`config.mk`:
```
export PLATFORM = sky130hd
export DESIGN_NAME = rst_release_seq
export DESIGN_NICKNAME = d
export VERILOG_FILES = /design/src/rtl/rrs_pkg.sv /design/src/rtl/rrs_timer.sv /design/src/rtl/rrs_attempts.sv /design/src/rtl/rst_release_seq.sv
export SDC_FILE = /design/constraint.sdc
export NUM_CORES = 1
export LEC_CHECK = 0
export BUFFER_PORTS_ARGS = -buffer_cell sky130_fd_sc_hd__buf_4
export CORE_MARGIN = 10
export CORE_UTILIZATION = 60
export DETAILED_ROUTE_END_ITERATION = 8
export GPL_TIMING_DRIVEN = 1
export PLACE_DENSITY = 0.8
export SETUP_SLACK_MARGIN = 0.15
export SLEW_MARGIN = 10
export SYNTH_ARGS = -nofsm -noshare
export SYNTH_HDL_FRONTEND = slang
export SYNTH_SLANG_ARGS = --single-unit
```
`constraint.sdc`:
```
create_clock -name clk -period 6.1 [get_ports clk]
set_input_delay 0 -clock clk [delete_from_list [all_inputs] [get_ports clk]]
set_output_delay 0 -clock clk [all_outputs]
set_load 0.01 [all_outputs]
```
`src/rtl/rrs_pkg.sv`:
```
package rrs_pkg;
  typedef enum logic [2:0] {
    ST_IDLE,
    ST_HOLD,
    ST_WGFX,
    ST_WLINK,
    ST_WHS,
    ST_UP,
    ST_FAIL
  } rrs_state_e;

  localparam logic [1:0] CODE_NONE = 2'd0;
  localparam logic [1:0] CODE_GFX  = 2'd1;
  localparam logic [1:0] CODE_LINK = 2'd2;
  localparam logic [1:0] CODE_HS   = 2'd3;
endpackage

```
`src/rtl/rrs_timer.sv`:
```
module rrs_timer #(
  parameter int W = 8
) (
  input  logic         clk,
  input  logic         rst,
  input  logic         clr,
  output logic [W-1:0] cnt
);
  always_ff @(posedge clk) begin
    if (rst || clr) begin
      cnt <= '0;
    end else if (cnt != {W{1'b1}}) begin
      cnt <= cnt + 1'b1;
    end
  end
endmodule

```
`src/rtl/rrs_attempts.sv`:
```
module rrs_attempts #(
  parameter int MAX_TRIES = 3,
  parameter int CW        = 2
) (
  input  logic          clk,
  input  logic          rst,
  input  logic          clr,
  input  logic          inc,
  output logic [CW-1:0] cnt,
  output logic          last
);
  // last: the next timeout spends the final attempt
  assign last = (cnt == CW'(MAX_TRIES - 1));

  always_ff @(posedge clk) begin
    if (rst || clr) begin
      cnt <= '0;
    end else if (inc && (cnt != CW'(MAX_TRIES))) begin
      cnt <= cnt + 1'b1;
    end
  end
endmodule

```
`src/rtl/rst_release_seq.sv`:
```
module rst_release_seq
  import rrs_pkg::*;
#(
  parameter int HOLD_CYC  = 16,
  parameter int GFX_TMO   = 1000,
  parameter int LINK_TMO  = 2000,
  parameter int HS_TMO    = 4000,
  parameter int MAX_TRIES = 3
) (
  input  logic       clk,
  input  logic       rst,
  input  logic       start_i,
  input  logic       clear_i,
  input  logic       gfx_done_i,
  input  logic       link_l0_i,
  input  logic       hs_pulse_i,
  output logic       gfx_rst_n_o,
  output logic       cpu_rst_n_o,
  output logic       up_o,
  output logic       log_gfx_o,
  output logic       log_link_o,
  output logic       log_cpu_o,
  output logic [1:0] err_code_o
);
  localparam int LIM_A   = (HOLD_CYC > GFX_TMO) ? HOLD_CYC : GFX_TMO;
  localparam int LIM_B   = (LINK_TMO > HS_TMO) ? LINK_TMO : HS_TMO;
  localparam int LIM_MAX = (LIM_A > LIM_B) ? LIM_A : LIM_B;
  localparam int TW      = $clog2(LIM_MAX + 1);
  localparam int CW      = $clog2(MAX_TRIES + 1);

  rrs_state_e    state_q, state_d;
  logic [TW-1:0] tcnt;
  logic [CW-1:0] att_cnt;
  logic          att_last;
  logic          att_clr;
  logic          waiting;
  logic          evt;
  logic          hit;
  logic          tmo;
  int            lim;
  logic [1:0]    stage_code;

  rrs_timer #(.W(TW)) u_timer (
    .clk (clk),
    .rst (rst),
    .clr (state_d != state_q),
    .cnt (tcnt)
  );

  rrs_attempts #(.MAX_TRIES(MAX_TRIES), .CW(CW)) u_att (
    .clk  (clk),
    .rst  (rst),
    .clr  (att_clr),
    .inc  (tmo),
    .cnt  (att_cnt),
    .last (att_last)
  );

  // per-state window length, awaited event and error code
  always_comb begin
    lim        = HOLD_CYC;
    evt        = 1'b0;
    waiting    = 1'b0;
    stage_code = CODE_NONE;
    case (state_q)
      ST_WGFX:  begin lim = GFX_TMO;  evt = gfx_done_i; waiting = 1'b1; stage_code = CODE_GFX;  end
      ST_WLINK: begin lim = LINK_TMO; evt = link_l0_i;  waiting = 1'b1; stage_code = CODE_LINK; end
      ST_WHS:   begin lim = HS_TMO;   evt = hs_pulse_i; waiting = 1'b1; stage_code = CODE_HS;   end
      default:  ;
    endcase
  end

  assign hit     = (tcnt == TW'(lim - 1));
  assign tmo     = waiting && !evt && hit;   // event on the last cycle wins
  assign att_clr = (state_q == ST_IDLE) && start_i;

  always_comb begin
    state_d = state_q;
    case (state_q)
      ST_IDLE:  if (start_i) state_d = ST_HOLD;
      ST_HOLD:  if (hit) state_d = ST_WGFX;
      ST_WGFX:  if (evt) state_d = ST_WLINK;
                else if (tmo) state_d = att_last ? ST_FAIL : ST_HOLD;
      ST_WLINK: if (evt) state_d = ST_WHS;
                else if (tmo) state_d = att_last ? ST_FAIL : ST_HOLD;
      ST_WHS:   if (evt) state_d = ST_UP;
                else if (tmo) state_d = att_last ? ST_FAIL : ST_HOLD;
      ST_UP:    if (clear_i) state_d = ST_IDLE;
      ST_FAIL:  if (clear_i) state_d = ST_IDLE;
      default:  state_d = ST_IDLE;
    endcase
  end

  always_ff @(posedge clk) begin
    if (rst) begin
      state_q     <= ST_IDLE;
      gfx_rst_n_o <= 1'b0;
      cpu_rst_n_o <= 1'b0;
      up_o        <= 1'b0;
      log_gfx_o   <= 1'b0;
      log_link_o  <= 1'b0;
      log_cpu_o   <= 1'b0;
      err_code_o  <= CODE_NONE;
    end else begin
      state_q     <= state_d;
      gfx_rst_n_o <= state_d inside {ST_WGFX, ST_WLINK, ST_WHS, ST_UP};
      cpu_rst_n_o <= state_d inside {ST_WHS, ST_UP};
      up_o        <= (state_d == ST_UP);
      log_gfx_o   <= tmo && (state_q == ST_WGFX);
      log_link_o  <= tmo && (state_q == ST_WLINK);
      log_cpu_o   <= tmo && (state_q == ST_WHS);
      if (state_q == ST_FAIL && clear_i) begin
        err_code_o <= CODE_NONE;
      end else if (tmo && att_last) begin
        err_code_o <= stage_code;
      end
    end
  end
endmodule

```
==> flow_summary.toml, run 1 <==
[logic_synthesis]
synth_compound_area_share_pct = 20.2
syn-cell-area_sq_um = 1710
synth_edf_count = 0
async_flop_share_pct = 0
synthDistinctLibCells = 60
syn_nets = 216
seq_area_frac_synth_pct = 29.2
synthAdderAreaFrac_pct = 3.65
syn_avg_cell_area_sq_um = 8.40
synth_xor_area_share_pct = 5.62
synth_flop_cell = "dfxtp_1"
ys_warn_count = 0
synth.area.mux_share_pct = 2.34
synth-simple-area-share_pct = 33.2
synthesis.instances = 204
synth_top_family_by_area = "simple AND/OR/NAND/NOR gates"
ys_ff_latch = 25

[final_layout]
n_antenna_cell = 0
stdcell_count = 246
layout-drive-gt1-share_pct = 16.3
multi_input_area_sq_um = 1110
layout_common_cells = "25 x nand2_1, 25 x dfxtp_1, 22 x nor2_1, 14 x buf_4, 9 x nor3_1"
fill_cells = 233
regArea_sq_um = 500
fin_area_sq_um = 1850
layout.nets = 228
areaGrowthSynthToFinish_pct = 7.82

[worst_setup_path]
crit_family = "simple AND/OR/NAND/NOR gates"
r2r_end = "err_code_o[0]"
slowest_delay_ns = 0.91
r2r_start = "state_q[1]"
r2r_cells = 10
start_kind = "flip-flop"
required_ns = 6.39
worstPathMaxFanout = 24
slowest_stage = "dfxtp_1"
cp-end-kind = "flip-flop"
critPathKind = "reg -> reg"
crit_chain = "nor2b_1 > nand2_1 > ha_1 > nor4_1 > o221ai_2 > nor3_4 > nand2_1 > mux2i_1 > a311oi_1 > dlygate4sd3_1"
rrSetupSlack_ns = 2.04
crit_buf_inv = 1
cp_common_cell = "nand2_1"
crit_arrival_ns = 4.35

[timing]
tightest_slew_ns = 0.852
fin_skew_ns = 0.00944
fmax_mhz = 246
post-route-min-period_ns = 4.06
setup_tns_ns = 0
finalCritPeriodShare_pct = 66.6
setup_viol_count_final = 0
slew_headroom_pct = 43.1
holdWs_ns = 0.0771
hold_viol_final = 0
rsz0062_at_grt = "no"
slew_viol_final = 0

[floorplanning]
die_area_sq_um = 5390
die_y_microns = 73.4
core_sq_um = 2730
initial_utilization_pct = 62.7
io_pins = 15
row_count = 19
die_x_microns = 73.4

[power]
ir_drop_uv = 135
swShare_pct = 25.9
intPower_mw = 0.202
p_leak_nw = 0.731
switching_power_mw = 0.0703
power.density_nw_per_um2 = 147
finalPower_mw = 0.272
power_frac_clock_pct = 28.5
p_comb_share_pct = 9.0
seqPwrFrac_pct = 62.4

[global_route]
grt-ovfl-total = 0
grt_max_degree = 25
grt_usage_pct = 14.1
first_global_vias = 1357
grt_pass1_wl_microns = 6320
grt_antenna_before_repair = 0

[placement]
place_congestion = 0.921
place_hpwl_microns = 2740
io_buffers = 14
placed_area_sq_um = 1780
dp_cells = 238

[route]
drt-pass1-iter-count = 4
wl_per_cell_microns = 15.6
viasPerCell = 6.28
drc_errors = 0
wl_met3_microns = 230
drtAntennaViolNets = 0
drt_iter0_markers = 209
route.vias.total = 1545
dr.max_layer_used = "met4"
dr_wl_met2_microns = 1720
routed_wl_microns = 3850
wl_met1_microns = 1850

[hold_path]
holdPathEnd = "log_link_o"
hold_path_class = "in -> reg"
hold_depth = 4
hold_path.startpoint = "hs_pulse_i"

[clock_tree]
cts-root-buf = "clkbuf_4"
max-clock-path-buffers = 2
clock_sinks = 25
cts_buffers = 3
clkLatencyLatePin_ns = 0.33
cts_resized = 0
clk_pin_slew_worst_paths_ns = 0.14
htree_levels = 1
cts_tree = "done"

[job]
max_cap_viol_count = 0

[status]
status = "complete, no violations"
power by group through the flow:
stage          Combinational [mW]  Sequential [mW]  Clock (mW)
6_report                   0.0246            0.170      0.0775
5_1_grt                    0.0271            0.170      0.0825
3_5_place_dp               0.0228            0.173           0
4_1_cts                    0.0244            0.170      0.0767
3_3_place_gp               0.0224            0.173           0
2_1_floorplan              0.0199            0.170           0
metrics by stage:
step	setup slack (ns)	util, %
2_1_floorplan	3.41	-
3_3_place_gp	2.54	65.1
3_5_place_dp	2.29	65.1
4_1_cts	2.11	67.6
5_1_grt	1.75	67.6
6_report	2.04	67.6
routing by layer:
metal | track usage, % | vias up
li1 | - | 772
met1 | 19.9 | 725
met2 | 20.6 | 44
met3 | 2.42 | 4
met4 | 5.18 | 0
met5 | 0 | -
worst max-delay path by stage:
| stage | startpoint | endpoint | slack [ns] | cells after the start |
|---|---|---|---|---|
| after floorplan | state_q[0] | gfx_rst_n_o | 3.41 | 12 |
| after detailed placement | state_q[1] | u_timer.cnt[8] | 2.29 | 8 |
| after CTS | state_q[1] | err_code_o[0] | 2.11 | 10 |
| after global placement | state_q[1] | u_timer.cnt[10] | 2.54 | 9 |
| final | state_q[1] | err_code_o[0] | 2.04 | 10 |
| after global routing | state_q[1] | err_code_o[0] | 1.75 | 10 |
layout make-up:
class | instances | area share [%]
Inverter | 6 | 1.22
Clock buffer | 4 | 1.42
Tap cell | 31 | 2.10
Multi-Input combinational cell | 162 | 60.3
Timing Repair Buffer | 18 | 7.86
Sequential cell | 25 | 27.1
synthesized netlist by cell type, drive strengths merged (4+ instances only):
library cell,instances,share of area (%)
buf,7,3.6
xnor2,4,2.0
a31oi,4,1.8
nand2,25,5.5
nor4,4,1.5
clkbuf,4,0.88
and2,4,1.5
a21oi,6,1.8
mux2i,4,2.3
o21ai,6,2.0
nand3,4,1.2
nor2,22,4.8
nor3,10,3.6
inv,5,1.1
o211ai,5,2.5
dfxtp,25,29
ha,5,3.7
xor2,7,3.6
flip-flops by register name, indices dropped and copies added (netlist names):
name and flops:
cpu_rst_n_o 1, err_code_o 2, state_q 3, log_gfx_o 1
log_link_o 1, up_o 1, log_cpu_o 1, u_timer.cnt 12
gfx_rst_n_o 1, u_att.cnt 2
worst register-to-register path, cell delays in order, from the launching register on:
cell and delay [ns]:
dfxtp_1 0.91, nor2b_1 0.52, nand2_1 0.15, ha_1 0.27
nor4_1 0.36, o221ai_2 0.24, nor3_4 0.42, nand2_1 0.17
mux2i_1 0.15, a311oi_1 0.25, dlygate4sd3_1 0.57
logic make-up after synthesis:
kind of cell             Yosys count
AND/OR/NAND/NOR                  100
AO/OA/AOI/OAI                     42
flip-flops                        25
buffers and inverters             17
XOR/XNOR                          11
adder cells (fa/ha/maj)            5
multiplexers                       4
what timing repair did:
item,in CTS,in global routing
hold buffers,4,0
buffers inserted,0,0
hold endpoints to repair,13,0
No activity file was read; power rests on OpenSTA's default activity.
==> run 2, diff against run 1 <==
- CORE_UTILIZATION: 60 -> 53
- PLACE_DENSITY: 0.8 -> 0.75
- clock period: 6.1 -> 3.45 ns (I/O delays scaled with it)
==> run 2 against run 1 <==
Net effect: clock skew shrank 0.0058 ns; critical path depth grew 2; final cell count grew 6.9%; die area grew 9.5%; register-to-register slack lost 1.5 ns; maximum frequency grew 38%; first-iteration DRC count grew 45%; utilization shrank 6.0 points; worst setup slack lost 1.5 ns.
==> flow_summary.toml, run 2 (synthesis results as in run 1) <==
[status]
status = "complete, no violations"

[floorplanning]
die_x_microns = 76.9
die_area_sq_um = 5910
initial_utilization_pct = 55.7
row_count = 20
core_sq_um = 3080
die_y_microns = 76.9
io_pins = 15

[clock_tree]
cts_tree = "done"
cts-root-buf = "clkbuf_4"
clk_pin_slew_worst_paths_ns = 0.15
max-clock-path-buffers = 2
post_cts_buffers = 0
clkLatencyLatePin_ns = 0.33
cts_buffers = 3
clock_sinks = 25
htree_levels = 1

[placement]
place_congestion = 0.937
pre_cts_slack_ns = 0.478
place_hpwl_microns = 2990
io_buffers = 14

[worst_setup_path]
rrSetupSlack_ns = 0.50
worstPathMaxFanout = 14
cp-end-kind = "flip-flop"
crit_arrival_ns = 3.23
r2r_cells = 12
r2r_start = "state_q[0]"
required_ns = 3.73
r2r_end = "gfx_rst_n_o"
worstSetupEndpoint = "gfx_rst_n_o"
start_kind = "flip-flop"
startpoint = "state_q[0]"
critPathKind = "reg -> reg"

[global_route]
grt-ovfl-total = 0
grt_antenna_before_repair = 0
grt_usage_pct = 13.1
grt_max_degree = 17
grt_pass1_wl_microns = 6600
first_global_vias = 1414

[job]
max_cap_viol_count = 0

[route]
wl_per_cell_microns = 15.2
route.vias.total = 1571
drt_iter0_markers = 303
drtAntennaViolNets = 0
drt-pass1-iter-count = 4
viasPerCell = 5.97
routed_wl_microns = 3990
drc_errors = 0

[power]
power.density_nw_per_um2 = 258
ir_drop_uv = 172
p_leak_nw = 0.753

[timing]
final.setup.worst_slack_ns = 0.505
hold_viol_final = 0
post-route-min-period_ns = 2.95
fmax_mhz = 340
slew_headroom_pct = 57.4
setup_tns_ns = 0
slew_viol_final = 0
finalCritPeriodShare_pct = 85.4
tightest_slew_ns = 0.638
setup_viol_count_final = 0
rsz0062_at_grt = "no"
fin_skew_ns = 0.00368

[final_layout]
layout_common_cells = "25 x nand2_1, 23 x dfxtp_1, 22 x nor2_1, 19 x buf_4, 9 x nor3_1"
regArea_sq_um = 503
fin_util_pct = 61.5
areaGrowthSynthToFinish_pct = 10.6
layout-drive-gt1-share_pct = 19.6
mostFrequentLayoutCell = "nand2_1"
fill_cells = 269
multi_input_area_sq_um = 1110
largest-register = "u_timer.cnt"
largest_reg_flops = 12
layout.nets = 232
reg_top3 = "u_timer.cnt (12), state_q (3)"
n_antenna_cell = 0

[hold_path]
hold_path_class = "in -> reg"
[run 2: power breakdown]
group          switching, mW  internal, mW  total (mW)
combinational         0.0287        0.0214      0.0501
clock                 0.0972        0.0436       0.141
sequential           0.00554         0.292       0.298
[run 2: worst max-delay path, cell delays in order, from the launching register on]
cell and delay [ns]:
dfxtp_1 0.64, inv_1 0.21, nand2_1 0.15, ha_1 0.21, xnor2_1 0.09, nor3_1 0.18
o221ai_2 0.22, nor3_4 0.39, a21oi_1 0.14, o21ai_0 0.19, inv_1 0.09, ha_1 0.28
nor2_1 0.09
[run 2: stage by stage]
step	area (sq um)	hold WS [ns]	std cells	power (mW)
floorplan	1710	0.0716	204	0.336
CTS	1890	0.0822	263	0.490
finish	1890	0.0920	263	0.489
global placement	1830	0.253	256	0.349
global route	1890	0.108	263	0.510
detailed placement	1830	0.263	256	0.351
[run 2: worst min-delay path by stage]
stage / start / to / depth (start not counted)
floorplan: rst / cpu_rst_n_o / 1
global placement: clear_i / err_code_o[1] / 2
detailed placement: clear_i / err_code_o[0] / 2
CTS: hs_pulse_i / log_gfx_o / 4
global route: hs_pulse_i / log_gfx_o / 4
finish: hs_pulse_i / log_gfx_o / 4
[run 2: layout make-up]
class	instances	area share, %
tap	44	2.91
multi-input combinational	162	58.8
sequential	25	26.6
clock buffer	3	1.19
timing repair buffer	22	9.11
clock inverter	1	0.264
inverter	6	1.19
[run 2: what timing repair did]
action / CTS / global route
gates resized for setup: 0 / 2
endpoints found under the hold margin: 13 / 0
endpoints found under the setup margin: 0 / 2
hold buffers: 3 / 0
[run 2: per-layer routing]
layer | share of wire (%) | GRT usage, % | up-vias
met1 | 49 | 18.7 | 733
met3 | 6.6 | 2.91 | 7
met2 | 43 | 19.0 | 54
met4 | 1.4 | 3.90 | 0
li1 | - | - | 777
met5 | 0 | 0 | -
